### src/rtl/pkd_fmin.sv
module pkd_fmin #(
  parameter int W = 128
) (
  input  logic         clk,
  input  logic         rst_n,
  input  logic         in_vld,
  input  logic [1:0]   fmt,
  input  logic         alt,
  input  logic         dnan,
  input  logic [W-1:0] a,
  input  logic [W-1:0] b,
  output logic         out_vld,
  output logic [W-1:0] res,
  output logic         inv,
  output logic         fmt_err
);

  // bit 64 = signaling NaN seen, bits 63:0 = lane result (zero extended)
  function automatic logic [64:0] lane_op(input logic [63:0] x, input logic [63:0] y,
                                          input logic [1:0] sz, input logic am, input logic dm);
    int lw, fw;
    logic [63:0] fm, em, qb, mx, my, mn, r;
    logic nx, ny, sx, sy, zx, zy, gx, gy, lt;
    lw = 32'd8 << sz;
    fw = (sz == 2'd1) ? 10 : (sz == 2'd2) ? 23 : 52;
    fm = (64'd1 << fw) - 64'd1;
    em = ((64'd1 << (lw - 1)) - 64'd1) & ~fm;
    qb = 64'd1 << (fw - 1);
    nx = ((x & em) == em) && ((x & fm) != 64'd0);
    ny = ((y & em) == em) && ((y & fm) != 64'd0);
    sx = nx && ((x & qb) == 64'd0);
    sy = ny && ((y & qb) == 64'd0);
    mx = x & (em | fm);
    my = y & (em | fm);
    zx = (mx == 64'd0);
    zy = (my == 64'd0);
    gx = (x & (64'd1 << (lw - 1))) != 64'd0;
    gy = (y & (64'd1 << (lw - 1))) != 64'd0;
    if (gx != gy) lt = gx;
    else if (!gx) lt = mx < my;
    else          lt = mx > my;
    mn = lt ? x : y;
    if (am) begin
      r = (nx || ny || (zx && zy)) ? y : mn;
    end else if (nx || ny) begin
      if (dm) r = em | qb;
      else    r = (sx ? x : sy ? y : nx ? x : y) | qb;
    end else begin
      r = mn;
    end
    return {sx || sy, r};
  endfunction

  logic [W-1:0] fmt_res [1:3];
  logic [3:1]   fmt_sn;

  for (genvar f = 1; f < 4; f++) begin : g_fmt
    localparam int LW = 8 << f;
    localparam int NL = W / LW;
    logic [NL-1:0] sn;
    for (genvar i = 0; i < NL; i++) begin : g_lane
      logic [64:0] t;
      logic        lane_unused;
      assign t = lane_op(64'(a[LW*i +: LW]), 64'(b[LW*i +: LW]), 2'(f), alt, dnan);
      assign fmt_res[f][LW*i +: LW] = t[LW-1:0];
      assign sn[i] = t[64];
      assign lane_unused = ^(t[63:0] >> LW);
    end
    assign fmt_sn[f] = |sn;
  end

  wire legal = fmt != 2'd0;

  always_ff @(posedge clk) begin
    if (!rst_n) begin
      out_vld <= 1'b0;
      fmt_err <= 1'b0;
      inv     <= 1'b0;
      res     <= '0;
    end else begin
      out_vld <= in_vld && legal;
      fmt_err <= in_vld && !legal;
      inv     <= in_vld && legal && fmt_sn[legal ? fmt : 2'd1];
      if (in_vld && legal) res <= fmt_res[fmt];
    end
  end


  legal_gives_vld_chk: assert property (@(posedge clk) disable iff (!rst_n)
    (in_vld && fmt != 2'd0) |=> (out_vld && !fmt_err));


  bad_fmt_err_chk: assert property (@(posedge clk) disable iff (!rst_n)
    (in_vld && fmt == 2'd0) |=> (fmt_err && !out_vld && !inv && $stable(res)));


  idle_quiet_chk: assert property (@(posedge clk) disable iff (!rst_n)
    !in_vld |=> (!out_vld && !fmt_err && !inv && $stable(res)));


  inv_with_vld_chk: assert property (@(posedge clk) disable iff (!rst_n)
    inv |-> out_vld);


  err_vld_excl_chk: assert property (@(posedge clk) disable iff (!rst_n)
    !(out_vld && fmt_err));

endmodule

### config.mk
export PLATFORM = sky130hd
export DESIGN_NAME = pkd_fmin
export DESIGN_NICKNAME = d
export VERILOG_FILES = /design/src/rtl/pkd_fmin.sv
export SDC_FILE = /design/constraint.sdc
export NUM_CORES = 2
export LEC_CHECK = 0
export CAP_MARGIN = 10
export CORE_MARGIN = 5
export CORE_UTILIZATION = 51
export CTS_CLUSTER_SIZE = 12
export DETAILED_ROUTE_END_ITERATION = 6
export MAX_ROUTING_LAYER = met4
export PLACE_DENSITY = 0.8
export SYNTH_ARGS = -nofsm -noshare
export SYNTH_HDL_FRONTEND = slang
export SYNTH_SLANG_ARGS = --single-unit
### constraint.sdc
create_clock -name clk -period 10.9 [get_ports clk]
set_input_delay 1.635 -clock clk [delete_from_list [all_inputs] [get_ports clk]]
set_output_delay 1.635 -clock clk [all_outputs]
set_load 0.01 [all_outputs]
Word-level counts from Yosys, hierarchy flattened
Index checks and enable logic that the tools add are counted.
W data, S select, Z words.
Storage, ports and cells
  output and inout bits: 131
  input bits: 263
  logic and storage cells: 421
  flip-flop bits (word level): 131
Operators by class
  equality and inequality tests: 36
  $lt $le $gt $ge: 30
  reductions and logical operators: 204
  bitwise gates (word level): 1
  muxes and demuxes: 146
Operators by type and width (number)
  $logic_not A64 Y1: 56
  $reduce_bool A64 Y1: 28
  $mux W16: 64
  $mux W32: 32
  $mux W64: 16
  $bmux W128 S2: 1
  $mux W128: 2
  $gt A63 B63 Y1: 2
  $lt A63 B63 Y1: 2
  $gt A31 B31 Y1: 4
  $lt A31 B31 Y1: 4
  $gt A15 B15 Y1: 8
  $lt A15 B15 Y1: 8
  $eq A5 B5 Y1 const B: 16
  $logic_and A1 B1 Y1: 73
  $eq A8 B8 Y1 const B: 8
  $eq A11 B11 Y1 const B: 4
  $logic_or A1 B1 Y1: 42
  $mux W1: 29
  $ne A1 B1 Y1: 8
  $reduce_or A8 Y1: 1
  $reduce_or A4 Y1: 1
  $ge A3 B3 Y1 const B: 1
  $lt A2 B3 Y1 const B: 1
  6 further kinds: 6

Longest topological paths before layout
  word-level depth: 11
  depth in mapped cells: 16
  mapped depth without buffers: 12

Worst setup path before layout
Ideal clock, no wire load.
  kind: in2reg
  start: input port b[52]
  end: register res[47]
  path buffers: 3
  stages: 14
  setup time: 86 ps
  arrival time: 4662 ps
  data required time: 10814 ps
  path slack: 6153 ps
  path through: clkbuf_1 -> inv_1 -> ha_1 -> and4_1 -> and4_1 -> a21bo_2 -> a21oi_1 -> or2_2 -> clkbuf_1 -> clkbuf_1 -> nand2_1 -> a211oi_1 -> nor4_1 -> a211oi_1
On the way
  cells in the longest elaborated chain, start to end: 11
  elaborated cells between the ends (all ways): 39
  those cells by class: 4 x order compare; 1 x eq/ne; 21 x mux; 13 x reduce/logical
RTL lines
  from (decl): RTL line 11  | input logic [W-1:0] b,
  parallel branches: the longest is 8 deep, another holds $lt A63 B63 Y1
  $bmux W128 S2 (*): RTL line 84  | if (in_vld && legal) res <= fmt_res[fmt];
  $mux W128 (not written as such) (*) (2 in series): RTL line 84
  to (signal assigned): RTL line 84
  to (decl): RTL line 13  | output logic [W-1:0] res,
Every way passes the cells marked *. The select of a mux whose other input is x is not followed.
A chain may end at the register's enable or synchronous reset.

Worst setup path in the final report
  start: input port b[78]
  end: register res[96]
On the way
  cells in the longest elaborated chain, start to end: 11
  elaborated cells between the ends (all ways): 21
  those cells by class: 2 x order compare; 12 x mux; 7 x reduce/logical
RTL lines
  parallel branches: the longest is 7 deep, another holds $lt A63 B63 Y1
  $mux W64 (*): RTL line 43  | if (am) begin
  $bmux W128 S2 (*): RTL line 84
  $mux W128 (not written as such) (*) (2 in series): RTL line 84
Marked as above.

==> impl_metrics.csv <==
group,metric,value,unit
outcome,outcome,"finished, final reports clean",
worst_setup_path,criticalPathCategory,"in -> reg",
clock_tree,clock_sinks,131,
worst_setup_path,cp-start-kind,"input pin",
die,die_x,210,µm
power,static-leakage-power,9.49,nW
worst_setup_path,combined_buffer_and_inverter_count_along_the_critical_path,3,
die,core_area,39700,µm²
global_route,grt_pass1_vias,26800,
global_route,antenna_found_initial,3,
job,timing.max_cap.violations,0,
detailed_routing,antenna_left,0,
clock_tree,cts_htree_levels,4,
sta,final-setup-viol-count,0,
logic_synthesis,syn-mean-instance-area,7.15,µm²
worst_setup_path,setup.worst_path.end_class,"flip-flop",
place,port-buffer-count,393,
global_route,globalRoute.totalOverflow,0,
detailed_routing,detail_route.wirelength,106000,µm
logic_synthesis,ys_async_sr_fraction,0,%
sta,max_slew.worst_pin.slew,1.36,ns
clock_tree,clock_tree.buffer_depth,2,
logic_synthesis,number_of_nets_produced_by_synthesis,3268,
cells_and_area,flow.area_growth_from_synthesis,23.0,%
die,ios,394,
cells_and_area,layout.cell_area.non_filler,25200,µm²
logic_synthesis,ys.flop_type,"sky130_fd_sc_hd__dfxtp_1",
clock_tree,postCtsResizedCells,0,
sta,slew_headroom,9.16,%
logic_synthesis,synth_seq_area_share,12.8,%
worst_setup_path,timing.critical_path.max_delay_family,"compound AO/OA/AOI/OAI gates",
cells_and_area,layout.nets,3528,
die,dieHeight,210,µm
global_route,grtUsageTotal,46.3,%
global_route,grt_pass1_wl,158000,µm
logic_synthesis,yosys_register_bits,131,
detailed_routing,total_via_count_after_detailed_routing,28100,
sta,period_share,58.4,%
logic_synthesis,synth.distinct_cells,101,
clock_tree,clk_root_buf,"sky130_fd_sc_hd__clkbuf_16",
detailed_routing,avgRoutedWirePerCell,29.0,µm
hold_path,worstHoldPathType,"reg -> reg",
sta,timing.fmax,0.157,GHz
die,start_util,51.5,%
sta,timing.clock.skew,0,ns
clock_tree,tritoncts.num_buffers,17,
cells_and_area,drive_above_1_share,5.91,%
worst_setup_path,critical_path.max_stage_delay,1.12,ns
clock_tree,cts_tree,"done",
logic_synthesis,syn-cell-area,20400,µm²
clock_tree,postCtsSetupRepairBufs,0,
worst_setup_path,worstPathCellList,"clkdlybuf4s50_1 -> inv_1 -> ha_1 -> nand4_1 -> or4_1 -> or3_1 -> nor4_1 -> nor2_1 -> a21boi_1 -> o31ai_4 -> buf_4 -> a221oi_1 -> o21ai_0",
place,dpl-instance-area,24600,µm²
place,hpwl,76600,µm
worst_setup_path,slowest_stage,"sky130_fd_sc_hd__o31ai_4",
sta,timing_hold_violations_final,0,
detailed_routing,drc,0,
sta,tns,0,ns
global_route,largest_net_degree_at_the_start_of_global_routing,78,
logic_synthesis,instance_count_of_the_mapped_netlist,2861,
power,power-per-cell-area,93.6,nW/µm²
logic_synthesis,synth_enable_flop_cells,0,
detailed_routing,drt-initial-drc-count,4230,
detailed_routing,number_of_iterations_in_the_first_detailed_routing_pass,7,
place,globalplace.congestion,1.05,
worst_setup_path,arrival_time_of_data_at_the_critical_path_endpoint,6.78,ns
logic_synthesis,ys.warnings.count,0,
sta,drv_slew,0,
sta,layout_min_cycle_time,6.36,ns
worst_setup_path,cp.required,11.32,ns
clock_tree,hold_buffers,0,
die,core.rowCount,73,
die,dieArea,44200,µm²
clock_tree,clock_insertion_delay_worst_skew,0.50,ns
sta,rsz0062_at_grt,"no",
power,worst_ir_drop_on_vdd,143,µV
worst_setup_path,critical_path_peak_fanout,22,
clock_tree,clk_transition_reported_paths,0.06,ns
detailed_routing,avgViaCountPerCell,7.68,
-- sequential cells by signal, summed over array words and instances, names as in the netlist --
signal / count
out_vld: 1
fmt_err: 1
inv: 1
res: 128
-- layout by cell type, fill, tap and decap left out, types with 59 or more instances in the layout --
| master | instances |
|---|---|
| sky130_fd_sc_hd__nand3_1 | 82 |
| sky130_fd_sc_hd__dfxtp_1 | 131 |
| sky130_fd_sc_hd__a21oi_1 | 211 |
| sky130_fd_sc_hd__clkdlybuf4s50_1 | 389 |
| sky130_fd_sc_hd__o21ai_0 | 261 |
| sky130_fd_sc_hd__nand4_1 | 61 |
| sky130_fd_sc_hd__nor3_1 | 63 |
| sky130_fd_sc_hd__ha_1 | 144 |
| sky130_fd_sc_hd__mux2i_1 | 118 |
| sky130_fd_sc_hd__nand2_1 | 229 |
| sky130_fd_sc_hd__nor4_1 | 59 |
| sky130_fd_sc_hd__inv_1 | 167 |
| sky130_fd_sc_hd__o221ai_1 | 92 |
| sky130_fd_sc_hd__nor2_1 | 167 |
| sky130_fd_sc_hd__a221oi_1 | 77 |
-- cell usage after synthesis, types with 53 or more instances --
cell type / n / area [µm²]
sky130_fd_sc_hd__nor4_1: 59 / 369
sky130_fd_sc_hd__dfxtp_1: 131 / 2620
sky130_fd_sc_hd__a221oi_1: 77 / 674
sky130_fd_sc_hd__mux2i_1: 119 / 1190
sky130_fd_sc_hd__nand3_1: 82 / 410
sky130_fd_sc_hd__clkbuf_1: 151 / 567
sky130_fd_sc_hd__nor2_1: 172 / 646
sky130_fd_sc_hd__nand2_1: 230 / 863
sky130_fd_sc_hd__o221ai_1: 92 / 806
sky130_fd_sc_hd__a21oi_1: 212 / 1060
sky130_fd_sc_hd__o21ai_0: 263 / 1320
sky130_fd_sc_hd__nand4_1: 61 / 382
sky130_fd_sc_hd__a22oi_1: 53 / 398
sky130_fd_sc_hd__inv_1: 167 / 627
sky130_fd_sc_hd__ha_1: 144 / 1800
sky130_fd_sc_hd__nor3_1: 63 / 315
-- tightest hold or removal path: stages, from the launching register on --
cell,delay (ns)
sky130_fd_sc_hd__dfxtp_1,0.31
sky130_fd_sc_hd__nand2_1,0.05
sky130_fd_sc_hd__a21oi_1,0.05
-- area by class of cell --
| cell class | instances | area (µm²) |
|---|---|---|
| diodes | 3 | 7.51 |
| clock buffers | 25 | 495 |
| clock inverters | 5 | 75.1 |
| fillers | 3597 | 14600 |
| inverters | 169 | 634 |
| multi-input cells | 2369 | 16400 |
| flip-flops and latches | 131 | 2620 |
| well taps | 525 | 657 |
| repair buffers | 433 | 4220 |
-- cell families (layout without fill, tap and decap cells) --
logic type | after synthesis | count (layout) | share of synthesized area, %
other | 0 | 3 | 0
adder cells (fa/ha/maj) | 144 | 144 | 8.81
AND/OR/NAND/NOR | 831 | 831 | 20.3
multiplexers | 153 | 153 | 7.70
buffers and inverters | 361 | 632 | 7.08
AO/OA/AOI/OAI | 1241 | 1241 | 43.3
flip-flops | 131 | 131 | 12.8
-- metal layers --
| metal | GRT usage, % | vias to the layer above | part of all wire (%) |
|---|---|---|---|
| li1 | - | 11900 | - |
| met1 | 59.7 | 13100 | 38 |
| met2 | 64.7 | 2588 | 41 |
| met3 | 13.3 | 534 | 15 |
| met4 | 26.1 | 0 | 6.3 |
| met5 | - | - | 0 |
-- path summary, 6_finish.rpt --
kind | from | endpoint | slack [ns] | cells past startpoint
min | res[63]$_SDFFE_PN0P_ | res[63]$_SDFFE_PN0P_ | 0.46 | 2
min reg2reg | res[63]$_SDFFE_PN0P_ | res[63]$_SDFFE_PN0P_ | 0.46 | 2
max reg2reg | res[30]$_SDFFE_PN0P_ | res[30]$_SDFFE_PN0P_ | 9.71 | 3
max | b[78] | res[96]$_SDFFE_PN0P_ | 4.54 | 13
-- metrics by stage --
| step | total power, W | setup slack (ns) | hold slack [ns] | cells | utilization (%) |
|---|---|---|---|---|---|
| after floorplan | 0.00119 | 6.15 | 0.481 | 2861 | - |
| after global placement | 0.00166 | 4.49 | 0.444 | 3626 | 61.8 |
| after detailed placement | 0.00168 | 4.34 | 0.452 | 3626 | 61.8 |
| after CTS | 0.00230 | 4.87 | 0.461 | 3656 | 63.3 |
| after global routing | 0.00243 | 4.47 | 0.470 | 3660 | 63.3 |
| final | 0.00235 | 4.54 | 0.461 | 3660 | 63.3 |
-- where the power goes --
group	switching [W]	internal, W
registers	0.0000411	0.000526
clock network	0.000269	0.000356
logic	0.000712	0.000449
total	0.00102	0.00133
No activity file was read; power rests on OpenSTA's default activity.
